==> config.mk <==
export PLATFORM = sky130hd
export DESIGN_NAME = flash_page_buffer
export DESIGN_NICKNAME = d
export VERILOG_FILES = /design/src/rtl/fpb_pkg.sv /design/src/rtl/fpb_tag_unit.sv /design/src/rtl/fpb_refill_ctrl.sv /design/src/rtl/fpb_line_store.sv /design/src/rtl/flash_page_buffer.sv
export SDC_FILE = /design/constraint.sdc
export NUM_CORES = 2
export LEC_CHECK = 0
export BUFFER_PORTS_ARGS = -buffer_cell sky130_fd_sc_hd__buf_2
export CELL_PAD_IN_SITES_DETAIL_PLACEMENT = 1
export CELL_PAD_IN_SITES_GLOBAL_PLACEMENT = 2
export CORE_ASPECT_RATIO = 1.1
export CORE_UTILIZATION = 30
export DETAILED_ROUTE_END_ITERATION = 10
export GPL_TIMING_DRIVEN = 0
export HOLD_SLACK_MARGIN = 0.12
export PLACE_DENSITY = 0.49
export SYNTH_ARGS = -nofsm -noshare
export SYNTH_HDL_FRONTEND = slang
export SYNTH_MEMORY_MAX_BITS = 65536
export SYNTH_SLANG_ARGS = --single-unit
==> constraint.sdc <==
create_clock -name clk -period 6.51 [get_ports clk]
set_clock_uncertainty 0.05 [all_clocks]
set_input_delay 0.651 -clock clk [delete_from_list [all_inputs] [get_ports clk]]
set_output_delay 0.651 -clock clk [all_outputs]
set_load 0.005 [all_outputs]
==> src/rtl/fpb_pkg.sv <==
// Shared types and helpers for the flash page buffer.
// Assumes buffer count is 1 or 2, so a buffer index fits in one bit.
package fpb_pkg;

    // Buffer index width (one or two buffers)
    localparam int BUF_W = 1;

    // Refill sequencer states
    typedef enum logic {
        FILL_IDLE = 1'b0,
        FILL_BUSY = 1'b1
    } fill_state_e;

    // Index width for n items, never below one bit
    function automatic int idx_width(input int n);
        return (n > 1) ? $clog2(n) : 1;
    endfunction

endpackage

==> src/rtl/fpb_tag_unit.sv <==
// Tag unit: one tag and one valid bit per buffer, hit compare and victim choice.
// With two buffers a single bit remembers which buffer was used least recently.
// Assumes start and done never fall in the same cycle (start needs an idle sequencer).
module fpb_tag_unit
    import fpb_pkg::*;
#(
    parameter int NUM_BUFS = 2,
    parameter int TAG_W    = 8
) (
    input  logic             clk,
    input  logic             rst_n,
    input  logic             inv_i,
    input  logic [TAG_W-1:0] look_tag_i,
    input  logic             touch_i,
    input  logic             start_i,
    input  logic [BUF_W-1:0] start_buf_i,
    input  logic             done_i,
    input  logic [BUF_W-1:0] done_buf_i,
    input  logic [TAG_W-1:0] done_tag_i,
    output logic             hit_o,
    output logic [BUF_W-1:0] hit_buf_o,
    output logic [BUF_W-1:0] victim_o
);

    logic [TAG_W-1:0]    tag_q [NUM_BUFS];
    logic [NUM_BUFS-1:0] valid_q;
    logic [NUM_BUFS-1:0] match;

    // Store the tag of a buffer when its burst completes
    always_ff @(posedge clk) begin
        if (!rst_n) begin
            for (int k = 0; k < NUM_BUFS; k++) tag_q[k] <= '0;
        end else if (done_i) begin
            for (int k = 0; k < NUM_BUFS; k++)
                if (done_buf_i == BUF_W'(k)) tag_q[k] <= done_tag_i;
        end
    end

    // Valid bits: invalidate wins, a new burst clears its buffer, completion sets it
    always_ff @(posedge clk) begin
        if (!rst_n || inv_i) begin
            valid_q <= '0;
        end else begin
            for (int k = 0; k < NUM_BUFS; k++) begin
                if (start_i && start_buf_i == BUF_W'(k)) valid_q[k] <= 1'b0;
                if (done_i && done_buf_i == BUF_W'(k))   valid_q[k] <= 1'b1;
            end
        end
    end

    // Compare the looked-up page against every valid tag
    always_comb begin
        for (int k = 0; k < NUM_BUFS; k++)
            match[k] = valid_q[k] && (tag_q[k] == look_tag_i);
    end

    assign hit_o = |match;

    generate
        if (NUM_BUFS == 2) begin : g_two
            logic lru_q;

            // Point the replacement bit away from the buffer just used
            always_ff @(posedge clk) begin
                if (!rst_n)       lru_q <= 1'b0;
                else if (done_i)  lru_q <= ~done_buf_i[0];
                else if (touch_i) lru_q <= ~match[1];
            end

            assign hit_buf_o = match[1];

            // Prefer an empty buffer, lowest index first, else the stale one
            always_comb begin
                if (!valid_q[0])      victim_o = 1'b0;
                else if (!valid_q[1]) victim_o = 1'b1;
                else                  victim_o = lru_q;
            end
        end else begin : g_one
            assign hit_buf_o = '0;
            assign victim_o  = '0;
        end
    endgenerate

endmodule

==> src/rtl/fpb_refill_ctrl.sv <==
// Refill sequencer: walks one page from flash in ascending beats over a
// request/acknowledge handshake and reports each beat and the burst end.
// Assumes the flash holds data valid in the cycle it raises acknowledge.
module fpb_refill_ctrl
    import fpb_pkg::*;
#(
    parameter int ADDR_W     = 16,
    parameter int TAG_W      = 8,
    parameter int BEATS      = 32,
    parameter int BEAT_W     = 5,
    parameter int PAGE_OFF_W = 8,
    parameter int BEAT_OFF_W = 3,
    localparam int CNT_W     = BEAT_W + 1
) (
    input  logic              clk,
    input  logic              rst_n,
    input  logic              inv_i,
    input  logic              start_i,
    input  logic [TAG_W-1:0]  start_tag_i,
    input  logic [BUF_W-1:0]  start_buf_i,
    input  logic              fl_ack_i,
    output logic              fl_req_o,
    output logic [ADDR_W-1:0] fl_addr_o,
    output logic              busy_o,
    output logic [TAG_W-1:0]  fill_tag_o,
    output logic [BUF_W-1:0]  fill_buf_o,
    output logic [CNT_W-1:0]  beats_done_o,
    output logic              wr_en_o,
    output logic [BEAT_W-1:0] wr_beat_o,
    output logic              done_o
);

    fill_state_e      state_q;
    logic [TAG_W-1:0] tag_q;
    logic [BUF_W-1:0] buf_q;
    logic [CNT_W-1:0] cnt_q;
    logic             last_beat;

    assign last_beat = (cnt_q == CNT_W'(BEATS - 1));

    // Sequence the burst; invalidate cancels it at once
    always_ff @(posedge clk) begin
        if (!rst_n) begin
            state_q <= FILL_IDLE;
            cnt_q   <= '0;
            tag_q   <= '0;
            buf_q   <= '0;
        end else if (inv_i) begin
            state_q <= FILL_IDLE;
            cnt_q   <= '0;
        end else begin
            case (state_q)
                FILL_IDLE: begin
                    if (start_i) begin
                        state_q <= FILL_BUSY;
                        cnt_q   <= '0;
                        tag_q   <= start_tag_i;
                        buf_q   <= start_buf_i;
                    end
                end
                FILL_BUSY: begin
                    if (fl_ack_i) begin
                        if (last_beat) begin
                            state_q <= FILL_IDLE;
                            cnt_q   <= '0;
                        end else begin
                            cnt_q <= cnt_q + CNT_W'(1);
                        end
                    end
                end
                default: state_q <= FILL_IDLE;
            endcase
        end
    end

    assign busy_o       = (state_q == FILL_BUSY);
    assign fl_req_o     = busy_o;
    assign fl_addr_o    = (ADDR_W'(tag_q) << PAGE_OFF_W)
                        | (ADDR_W'(cnt_q[BEAT_W-1:0]) << BEAT_OFF_W);
    assign fill_tag_o   = tag_q;
    assign fill_buf_o   = buf_q;
    assign beats_done_o = cnt_q;
    assign wr_en_o      = busy_o && fl_ack_i && !inv_i;
    assign wr_beat_o    = cnt_q[BEAT_W-1:0];
    assign done_o       = wr_en_o && last_beat;

endmodule

==> src/rtl/fpb_line_store.sv <==
// Line store: one page-wide SRAM per buffer, written one flash beat at a time,
// read one processor word at a time through a combinational mux.
// Data storage is not reset; the valid bits in the tag unit guard it.
module fpb_line_store
    import fpb_pkg::*;
#(
    parameter int NUM_BUFS = 2,
    parameter int BEATS    = 32,
    parameter int BEAT_W   = 5,
    parameter int FLASH_W  = 64,
    parameter int CPU_W    = 32,
    parameter int WSEL_W   = 1
) (
    input  logic               clk,
    input  logic               wr_en_i,
    input  logic [BUF_W-1:0]   wr_buf_i,
    input  logic [BEAT_W-1:0]  wr_beat_i,
    input  logic [FLASH_W-1:0] wr_data_i,
    input  logic [BUF_W-1:0]   rd_buf_i,
    input  logic [BEAT_W-1:0]  rd_beat_i,
    input  logic [WSEL_W-1:0]  rd_wsel_i,
    output logic [CPU_W-1:0]   rd_word_o
);

    logic [FLASH_W-1:0] beat_rd [NUM_BUFS];
    logic [FLASH_W-1:0] sel_beat;

    generate
        for (genvar b = 0; b < NUM_BUFS; b++) begin : g_buf
            logic [FLASH_W-1:0] mem_q [BEATS];

            // Write an accepted flash beat into this buffer
            always_ff @(posedge clk) begin
                if (wr_en_i && wr_buf_i == BUF_W'(b))
                    mem_q[wr_beat_i] <= wr_data_i;
            end

            assign beat_rd[b] = mem_q[rd_beat_i];
        end
    endgenerate

    // Pick the buffer, then the processor word inside the beat
    always_comb begin
        sel_beat  = beat_rd[rd_buf_i];
        rd_word_o = sel_beat[CPU_W*int'(rd_wsel_i) +: CPU_W];
    end

endmodule

==> src/rtl/flash_page_buffer.sv <==
// Flash page buffer top: serves processor reads from page-wide buffers and
// refills a buffer from flash in sequential beats on a miss, releasing the
// processor as soon as its beat is in.
// Assumes the processor holds request and address until ready, and that
// NUM_BUFS is 1 or 2 and PAGE_BYTES is a power-of-two multiple of FLASH_W/8.
module flash_page_buffer
    import fpb_pkg::*;
#(
    parameter int ADDR_W     = 16,
    parameter int PAGE_BYTES = 256,
    parameter int NUM_BUFS   = 2,
    parameter int FLASH_W    = 64,
    parameter int CPU_W      = 32
) (
    input  logic               clk,
    input  logic               rst_n,
    input  logic               inv_i,
    input  logic               cpu_req_i,
    input  logic [ADDR_W-1:0]  cpu_addr_i,
    output logic [CPU_W-1:0]   cpu_rdata_o,
    output logic               cpu_ready_o,
    output logic               fl_req_o,
    output logic [ADDR_W-1:0]  fl_addr_o,
    input  logic               fl_ack_i,
    input  logic [FLASH_W-1:0] fl_rdata_i
);

    localparam int BEAT_BYTES  = FLASH_W / 8;
    localparam int BEATS       = PAGE_BYTES / BEAT_BYTES;
    localparam int BEAT_W      = idx_width(BEATS);
    localparam int CNT_W       = BEAT_W + 1;
    localparam int PAGE_OFF_W  = $clog2(PAGE_BYTES);
    localparam int BEAT_OFF_W  = $clog2(BEAT_BYTES);
    localparam int BYTE_OFF_W  = $clog2(CPU_W / 8);
    localparam int TAG_W       = ADDR_W - PAGE_OFF_W;
    localparam int WPB         = FLASH_W / CPU_W;
    localparam int WSEL_W      = idx_width(WPB);

    logic [TAG_W-1:0]  req_tag;
    logic [BEAT_W-1:0] req_beat;
    logic [WSEL_W-1:0] req_wsel;
    logic              hit;
    logic [BUF_W-1:0]  hit_buf;
    logic [BUF_W-1:0]  victim;
    logic              busy;
    logic [TAG_W-1:0]  fill_tag;
    logic [BUF_W-1:0]  fill_buf;
    logic [CNT_W-1:0]  beats_done;
    logic              wr_en;
    logic [BEAT_W-1:0] wr_beat;
    logic              fill_done;
    logic              fill_match;
    logic              start;
    logic              touch;
    logic [BUF_W-1:0]  rd_buf;

    // Split the processor address into page, beat and word fields
    always_comb begin
        req_tag  = TAG_W'(cpu_addr_i >> PAGE_OFF_W);
        req_beat = BEAT_W'((cpu_addr_i >> BEAT_OFF_W) & ADDR_W'(BEATS - 1));
        req_wsel = WSEL_W'((cpu_addr_i >> BYTE_OFF_W) & ADDR_W'(WPB - 1));
    end

    // Early release: the requested beat of the page being filled is already written
    assign fill_match  = busy && (fill_tag == req_tag)
                       && ({1'b0, req_beat} < beats_done);
    assign cpu_ready_o = cpu_req_i && (hit || fill_match);
    assign touch       = cpu_req_i && hit;
    assign start       = cpu_req_i && !hit && !busy && !inv_i;
    assign rd_buf      = hit ? hit_buf : fill_buf;

    fpb_tag_unit #(
        .NUM_BUFS (NUM_BUFS),
        .TAG_W    (TAG_W)
    ) tag_i (
        .clk         (clk),
        .rst_n       (rst_n),
        .inv_i       (inv_i),
        .look_tag_i  (req_tag),
        .touch_i     (touch),
        .start_i     (start),
        .start_buf_i (victim),
        .done_i      (fill_done),
        .done_buf_i  (fill_buf),
        .done_tag_i  (fill_tag),
        .hit_o       (hit),
        .hit_buf_o   (hit_buf),
        .victim_o    (victim)
    );

    fpb_refill_ctrl #(
        .ADDR_W     (ADDR_W),
        .TAG_W      (TAG_W),
        .BEATS      (BEATS),
        .BEAT_W     (BEAT_W),
        .PAGE_OFF_W (PAGE_OFF_W),
        .BEAT_OFF_W (BEAT_OFF_W)
    ) fill_i (
        .clk          (clk),
        .rst_n        (rst_n),
        .inv_i        (inv_i),
        .start_i      (start),
        .start_tag_i  (req_tag),
        .start_buf_i  (victim),
        .fl_ack_i     (fl_ack_i),
        .fl_req_o     (fl_req_o),
        .fl_addr_o    (fl_addr_o),
        .busy_o       (busy),
        .fill_tag_o   (fill_tag),
        .fill_buf_o   (fill_buf),
        .beats_done_o (beats_done),
        .wr_en_o      (wr_en),
        .wr_beat_o    (wr_beat),
        .done_o       (fill_done)
    );

    fpb_line_store #(
        .NUM_BUFS (NUM_BUFS),
        .BEATS    (BEATS),
        .BEAT_W   (BEAT_W),
        .FLASH_W  (FLASH_W),
        .CPU_W    (CPU_W),
        .WSEL_W   (WSEL_W)
    ) store_i (
        .clk       (clk),
        .wr_en_i   (wr_en),
        .wr_buf_i  (fill_buf),
        .wr_beat_i (wr_beat),
        .wr_data_i (fl_rdata_i),
        .rd_buf_i  (rd_buf),
        .rd_beat_i (req_beat),
        .rd_wsel_i (req_wsel),
        .rd_word_o (cpu_rdata_o)
    );

endmodule

# Word-level counts from Yosys, hierarchy flattened
# Memories as Yosys holds them, arrays and structs flattened.
# Cells that the tools add are included.
[totals]
regBits = 19
mem_bits_rw = 4112
input_bits = 85
out_inout_bits = 50
word_cells = 96
n_memories = 3
[op_classes]
addsub = 1
n_lt_le_gt_ge = 2
eq_ne = 6
shift = 1
n_mux = 35
bitwise = 10
n_reduce_logical = 31
[memory_table]
columns = ["memory", "words", "width", "rd", "rd_ports_with_merged_regs", "wr", "line_no", "text"]
rows = [
  ["store_i.g_buf[0].mem_q", 32, 64, 1, 0, 1, "fpb_line_store.sv:30", "logic [FLASH_W-1:0] mem_q [BEATS];"],
  ["store_i.g_buf[1].mem_q", 32, 64, 1, 0, 1, "fpb_line_store.sv:30", ""],
  ["tag_i.tag_q", 2, 8, 2, 0, 2, "fpb_tag_unit.sv:25", "logic [TAG_W-1:0] tag_q [NUM_BUFS];"],
]
[ops]
columns = ["op", "n"]
rows = [
  ["64-bit 2-to-1 mux", 3],
  ["64-bit by 7-bit indexed part select with 32-bit output", 1],
  ["1-bit 2-to-1 mux", 25],
  ["8-bit equality test", 3],
  ["1-bit logical AND", 18],
  ["6-bit 2-to-1 mux", 3],
  ["8-bit 2-to-1 mux", 2],
  ["16-bit by 8-bit bitwise OR with 16-bit output", 1],
  ["6-bit one-hot mux with 2 select lines", 1],
  ["6-bit by 1-bit adder with 6-bit output (second input constant)", 1],
  ["6-bit by 5-bit equality test with 1-bit output (second input constant)", 1],
  ["5-bit by 6-bit less-than comparator with 1-bit output", 1],
  ["1-bit NOT", 6],
  ["2-bit nonzero test", 3],
  ["1-bit logical NOT", 4],
  ["2-bit OR reduction", 2],
  ["3-bit AND reduction", 1],
  ["2-bit greater-or-equal comparator (second input constant)", 1],
  ["1-bit logical OR", 2],
  ["2-bit by 1-bit inequality test with 1-bit output (second input constant)", 1],
  ["2-bit inequality test (second input constant)", 1],
  ["1-bit NOT with 2-bit output", 1],
  ["1-bit bitwise OR", 2],
  ["1-bit one-hot mux with 2 select lines", 1],
  ["2-bit AND reduction", 1],
]

# Longest topological paths before layout
[depth]
word_depth = 10
mapped_depth = 14
ltp_nobuf = 8

# By module
# A second synthesis with hierarchy kept.
[unflattened]
cells_unflattened = 6065
hier_area_um2 = 157288.4
[by_module_without_submodules]
columns = ["mod", "n_inst", "cells_each", "area_per_inst_um2", "seq_area_each_um2"]
rows = [
  ["fpb_line_store", 1, 5866, 155270.2, 122998.0],
  ["fpb_refill_ctrl", 1, 98, 892.1, 320.3],
  ["fpb_tag_unit", 1, 71, 890.9, 540.5],
  ["flash_page_buffer", 1, 30, 235.2, 0.0],
]

# Worst setup path before layout
# No wires, ideal clock.
[synth_path]
path_type = "reg2reg"
start = "register fill_i.state_q, in the netlist fill_i.busy_o"
end = "memory store_i.g_buf[1].mem_q[13][0] (enable)"
setup_time_ns = 0.487
t_arrival_ns = 4.024
t_required_ns = 5.973
setup_slack_ns = 1.949
path_stages_with_launch = 6
n_path_buf = 1
synth_period_minus_slack_ns = 4.561
cell_sequence = "dfxtp_1 clkbuf_1 nand2_1 nor3b_1 nand2_1 nor2_1"
[synth_between]
elab_chain_cells = 5
[synth_lines]
columns = ["element", "line_no", "text"]
rows = [
  ["start: declaration", "fpb_refill_ctrl.sv:33", "fill_state_e state_q;"],
  ["start signal: assignment", "fpb_refill_ctrl.sv:44", "state_q <= FILL_IDLE;"],
  ["start signal: assignment", "fpb_refill_ctrl.sv:49", "state_q <= FILL_IDLE;"],
  ["start signal: assignment", "fpb_refill_ctrl.sv:55", "state_q <= FILL_BUSY;"],
  ["1-bit logical AND (2 in series)", "fpb_refill_ctrl.sv:83", "assign wr_en_o = busy_o && fl_ack_i && !inv_i;"],
  ["1-bit logical AND", "fpb_line_store.sv:34", "if (wr_en_i && wr_buf_i == BUF_W'(b))"],
  ["1-bit 2-to-1 mux", "fpb_line_store.sv:34", ""],
  ["1-bit 2-to-1 mux (implied by the code)", "fpb_line_store.sv:35", "mem_q[wr_beat_i] <= wr_data_i;"],
  ["end: declaration", "fpb_line_store.sv:30", ""],
]
# No other way between the ends.

# Worst setup path in the final report
[layout_path]
start = "input port cpu_addr_i[5]"
end = "output port cpu_rdata_o[6]"
[layout_between]
elab_chain_cells = 5
word_cells_on_any_way = 6
cone_classes = "1 x shift; 3 x mux; 2 x memory"
[layout_lines]
columns = ["element", "line_no", "text"]
rows = [
  ["start: declaration", "flash_page_buffer.sv:19", "input logic [ADDR_W-1:0] cpu_addr_i,"],
  ["memory read 32 x 64 bit", "--", ""],
  ["64-bit 2-to-1 mux (implied by the code) (*) (3 in series)", "fpb_line_store.sv:44", "sel_beat = beat_rd[rd_buf_i];"],
  ["64-bit by 7-bit indexed part select with 32-bit output (*)", "fpb_line_store.sv:45", "rd_word_o = sel_beat[CPU_W*int'(rd_wsel_i) +: CPU_W];"],
  ["end: declaration", "flash_page_buffer.sv:20", "output logic [CPU_W-1:0] cpu_rdata_o,"],
]
# Mark *: on every way between the ends. The rest lies on a longest branch, timed or not. The select of a mux whose other input is x is not followed.

==> results.md <==
* Status: finished with violations
* Failing checks: max-capacitance violations, max-slew violations, negative setup slack
* Seq cells post-synth at 4131
* Final net count at about 7500
* Mean Syn Cell Area at between 20 and 25 um^2
* Final WS setup at -0.184 ns
* Placed inst area at ~170000 um^2
* Fin. max-slew vios at 10
* TritonCTS Sinks at 4131
* Worst path arrival time at 5.99 ns
* Relative slew slack at -0.0796
* LEAKAGE at a little under 60 nW
* HP Start: fl_rdata_i[10]
* Comb pwr share at 0.052
* Largest net degree at the start of global routing at 65
* Seq/Total Area, Yosys at 0.784
* Max stage delay on crit path at 0.79 ns
* P_sw at 0.0129 W
* R2r endpoint: store_i.g_buf[1].mem_q[16][52]
* RePlAce Congestion at roughly 0.77
* Syn Inst Count at between 6000 and 7000
* Final instance area at around 190000 um^2
* Final design utilization at 0.361
* GRT Util Overall at 0.227
* Clk_lat worst skew at a little over 1 ns
* Max-Cap Viols at 1
* Max Clk Rate at 149 MHz
* CTS tree: yes
* CTS Buffer Depth at 4
* Vias in the first global route at 81700
* Row cnt at between 200 and 300
* Synth cell types at 56
* Measured slew at the worst slew-check pin at 1.61 ns
* Final period util at 1.03
* Die span in y at approximately 760 um
* Setup CP Type: in2out
* Max FO, Critical Path at 19
* Internal Power at 0.0447 W
* Pwr/cell area at around 300 nW/um^2
* CTS root buf: clkbuf_16
* DR WL/cell at around 41 um
* DRC at 0
* Synth warnings at 0
* CTS Buf Count at approximately 460
* 1st-pass router iterations at 5
* Buf+Inv Stages, Crit Path at 7
* Hpwl dp at around 420 mm
* Iter 0 DRT Violations at 9395
* Area of the core at between 500000 and 600000 um^2
* Via/cell ratio at 5.35
* Clock power frac at 0.440
* Final WL at just over 600 mm
* Hold Crit Depth at 1
* Die width at 694 um
* Crit path max-delay cell type: a311oi_1
* CP Data Required Time at a little under 6 ns
* Setup Viol. Count Final at 1
* Post-synth EDFFs at about 4000
* Starting Density at 0.301
* Switch share at 0.223
* Most used cell, CP: buf_2
* Primary FF master, synth: edfxtp_1
* Reg2reg start: fill_i.busy_o
* Fill cell count at 49800
* H-tree levels at 5
* Remaining global-route overflow at 0
* Peak supply drop at about 0.22 mV
* Post-CTS setup buffer count at 0
* RSZ-0062 raised after global routing: no
* Reg power frac at 0.508
* Vias at about 79000
* Worst Hold Class: in2reg
* Ys async rst share at 0
* Post-placement cell count at 13900
* Final Hold Viols at 0
* R2r worst-path depth at 9
* Top Family by Delay on Critical Path: buffers and inverters
* WHS Endpoint: store_i.g_buf[1].mem_q[22][10]
* Min cycle time layout at about 6.7 ns
* CP endpoint kind: output port
* Initial antenna violation count at 54
* Io pins at 135
* Pwr Total at ~0.058 W
* Layout cell share with drive strength beyond 1 at 0.345
* Clk slew on worst S/H paths at approximately 0.060 ns
* Area growth, synth to finish at 19.9%
* DRT antenna net count at 0
* Reg2reg setup slack at 2.22 ns
* TNS Setup at -0.184 ns
* Startpoint Class: input pin
* Die ar. at 530000 um^2
* Most common cell after layout, fill and taps aside: edfxtp_1
* Commonest non-fill, non-tap cells in the layout: 4112 x edfxtp_1, 1226 x mux4_2, 462 x clkbuf_16
* Mapped cell area at 158000 um^2
* Non-Filler Instances at around 15000
* Worst path cell trace: buf_2 > buf_2 > buf_2 > buf_4 > buf_4 > clkbuf_2 > nand2_1 > a311oi_1 > a211oi_1 > a21oi_1 > mux2_2 > buf_2
* First-pass GRT wire length at about 800 mm
* PortBufs at around 130
[cell type report]
| type | instances | area (um^2) | share of cell area |
|---|---|---|---|
| Timing Repair Buffer | 453 | 7310 | 0.0386 |
| Clock inverter | 265 | 2340 | 0.0123 |
| Antenna cell | 28 | 70.1 | 0.000370 |
| Inverter | 11 | 42.5 | 0.000225 |
| Multi-Input combinational cell | 1951 | 32900 | 0.174 |
| Tap cell | 7025 | 8790 | 0.0464 |
| Buffer | 353 | 2070 | 0.0109 |
| Clock buffer | 571 | 12000 | 0.0632 |
| Sequential cell | 4131 | 124000 | 0.654 |
[synth_stat cells, drive strengths merged, types with 2 or more instances]
cell,count,area share
and3,12,0.00048
mux2,21,0.0015
a32o,3,0.00019
buf,231,0.0084
a311oi,4,0.00022
nand2b,9,0.00036
ha,8,0.00063
or2,2,0.000079
a21oi,39,0.0012
nand3,49,0.0016
nand2,107,0.0025
nor2b,36,0.0014
clkbuf,125,0.0030
a32oi,10,0.00055
a22oi,6,0.00029
inv,9,0.00021
and2,22,0.00087
xor2,3,0.00017
o221ai,15,0.00083
mux4,1226,0.17
o22ai,8,0.00032
o31ai,3,0.00014
dfxtp,19,0.0024
o211ai,11,0.00052
and3b,4,0.00022
a21o,3,0.00014
a31oi,20,0.00079
mux2i,88,0.0056
o2111ai,9,0.00050
nand4,10,0.00040
nor3,6,0.00019
a211oi,45,0.0021
clkinv,2,0.000048
o21ai,18,0.00057
nor2,97,0.0023
o21a,9,0.00043
xnor2,21,0.0012
edfxtp,4112,0.78
a221oi,13,0.00072
[worst reg2reg max path, delay by kind of cell, from the launching register on]
kind / cells / cell delay, ns
simple gates: 4 / 2.14
buf+inv: 5 / 1.39
flops: 1 / 0.35
[cells by family (layout without fill, tap and decap cells)]
| group | count (synthesis) | after routing | share of synthesized area |
|---|---|---|---|
| and+or+nand+nor | 360 | 360 | 0.0107 |
| muxes | 1335 | 1335 | 0.182 |
| AOI/OAI and AO/OA | 221 | 221 | 0.00988 |
| xor gates and xnor gates | 24 | 24 | 0.00133 |
| other | 1 | 31 | 0.0000237 |
| DFF | 4131 | 4131 | 0.784 |
| adders and majority gates | 8 | 8 | 0.000634 |
| buffers and inverters | 367 | 1653 | 0.0117 |
[state kept, by name, indices dropped and copies added (netlist names)]
signal and flops:
fill_i.beats_done_o 6, tag_i.g_two.lru_q 1, fill_i.fill_buf_o 1, fill_i.busy_o 1, tag_i.tag_q 16, store_i.g_buf.mem_q 4096, tag_i.valid_q 2, fill_i.fill_tag_o 8
[routing by layer]
layer | global-route usage | wire, um | up-vias
met5 | 0 | 69 | -
met4 | 0.0614 | 18700 | 10
met3 | 0.0310 | 32500 | 720
met2 | 0.385 | 301000 | 2862
met1 | 0.307 | 257000 | 45600
li1 | - | - | 29900
[stage by stage]
step | setup slack, ns | hold slack (ns)
floorplan | 1.95 | 0.409
global placement | -6.73 | 0.465
detailed placement | -1.50 | 0.475
CTS | 0.00383 | 0.254
global route | 0.0176 | 0.224
finish | -0.184 | 0.238
[how the worst max path moves through the flow]
stage	start	end	slack, ns	cells past startpoint
2_1_floorplan	fill_i.busy_o	store_i.g_buf[1].mem_q[13][0]	1.95	5
3_3_place_gp	fl_ack_i	store_i.g_buf[1].mem_q[18][50]	-6.73	5
3_5_place_dp	cpu_addr_i[12]	cpu_rdata_o[11]	-1.50	12
4_1_cts	cpu_addr_i[5]	cpu_rdata_o[9]	0.004	11
5_1_grt	cpu_addr_i[4]	cpu_rdata_o[2]	0.02	11
6_report	cpu_addr_i[5]	cpu_rdata_o[6]	-0.18	12
[what timing repair did]
| item | in CTS | in global routing |
|---|---|---|
| hold endpoints to repair | 16 | 36 |
| endpoints found under the setup margin | 32 | 3 |
| resized for setup | 131 | 3 |
| hold buffers | 12 | 2 |
| pin swaps | 4 | 0 |
[power by group through the flow]
stage	registers, W	clock network (W)	logic, W
floorplan	0.0298	0	0.00136
CTS	0.0293	0.0258	0.00303
global placement	0.0298	0	0.00294
global route	0.0293	0.0267	0.00309
finish	0.0293	0.0253	0.00298
detailed placement	0.0298	0	0.00301
Power figures use the tool's default switching activity.
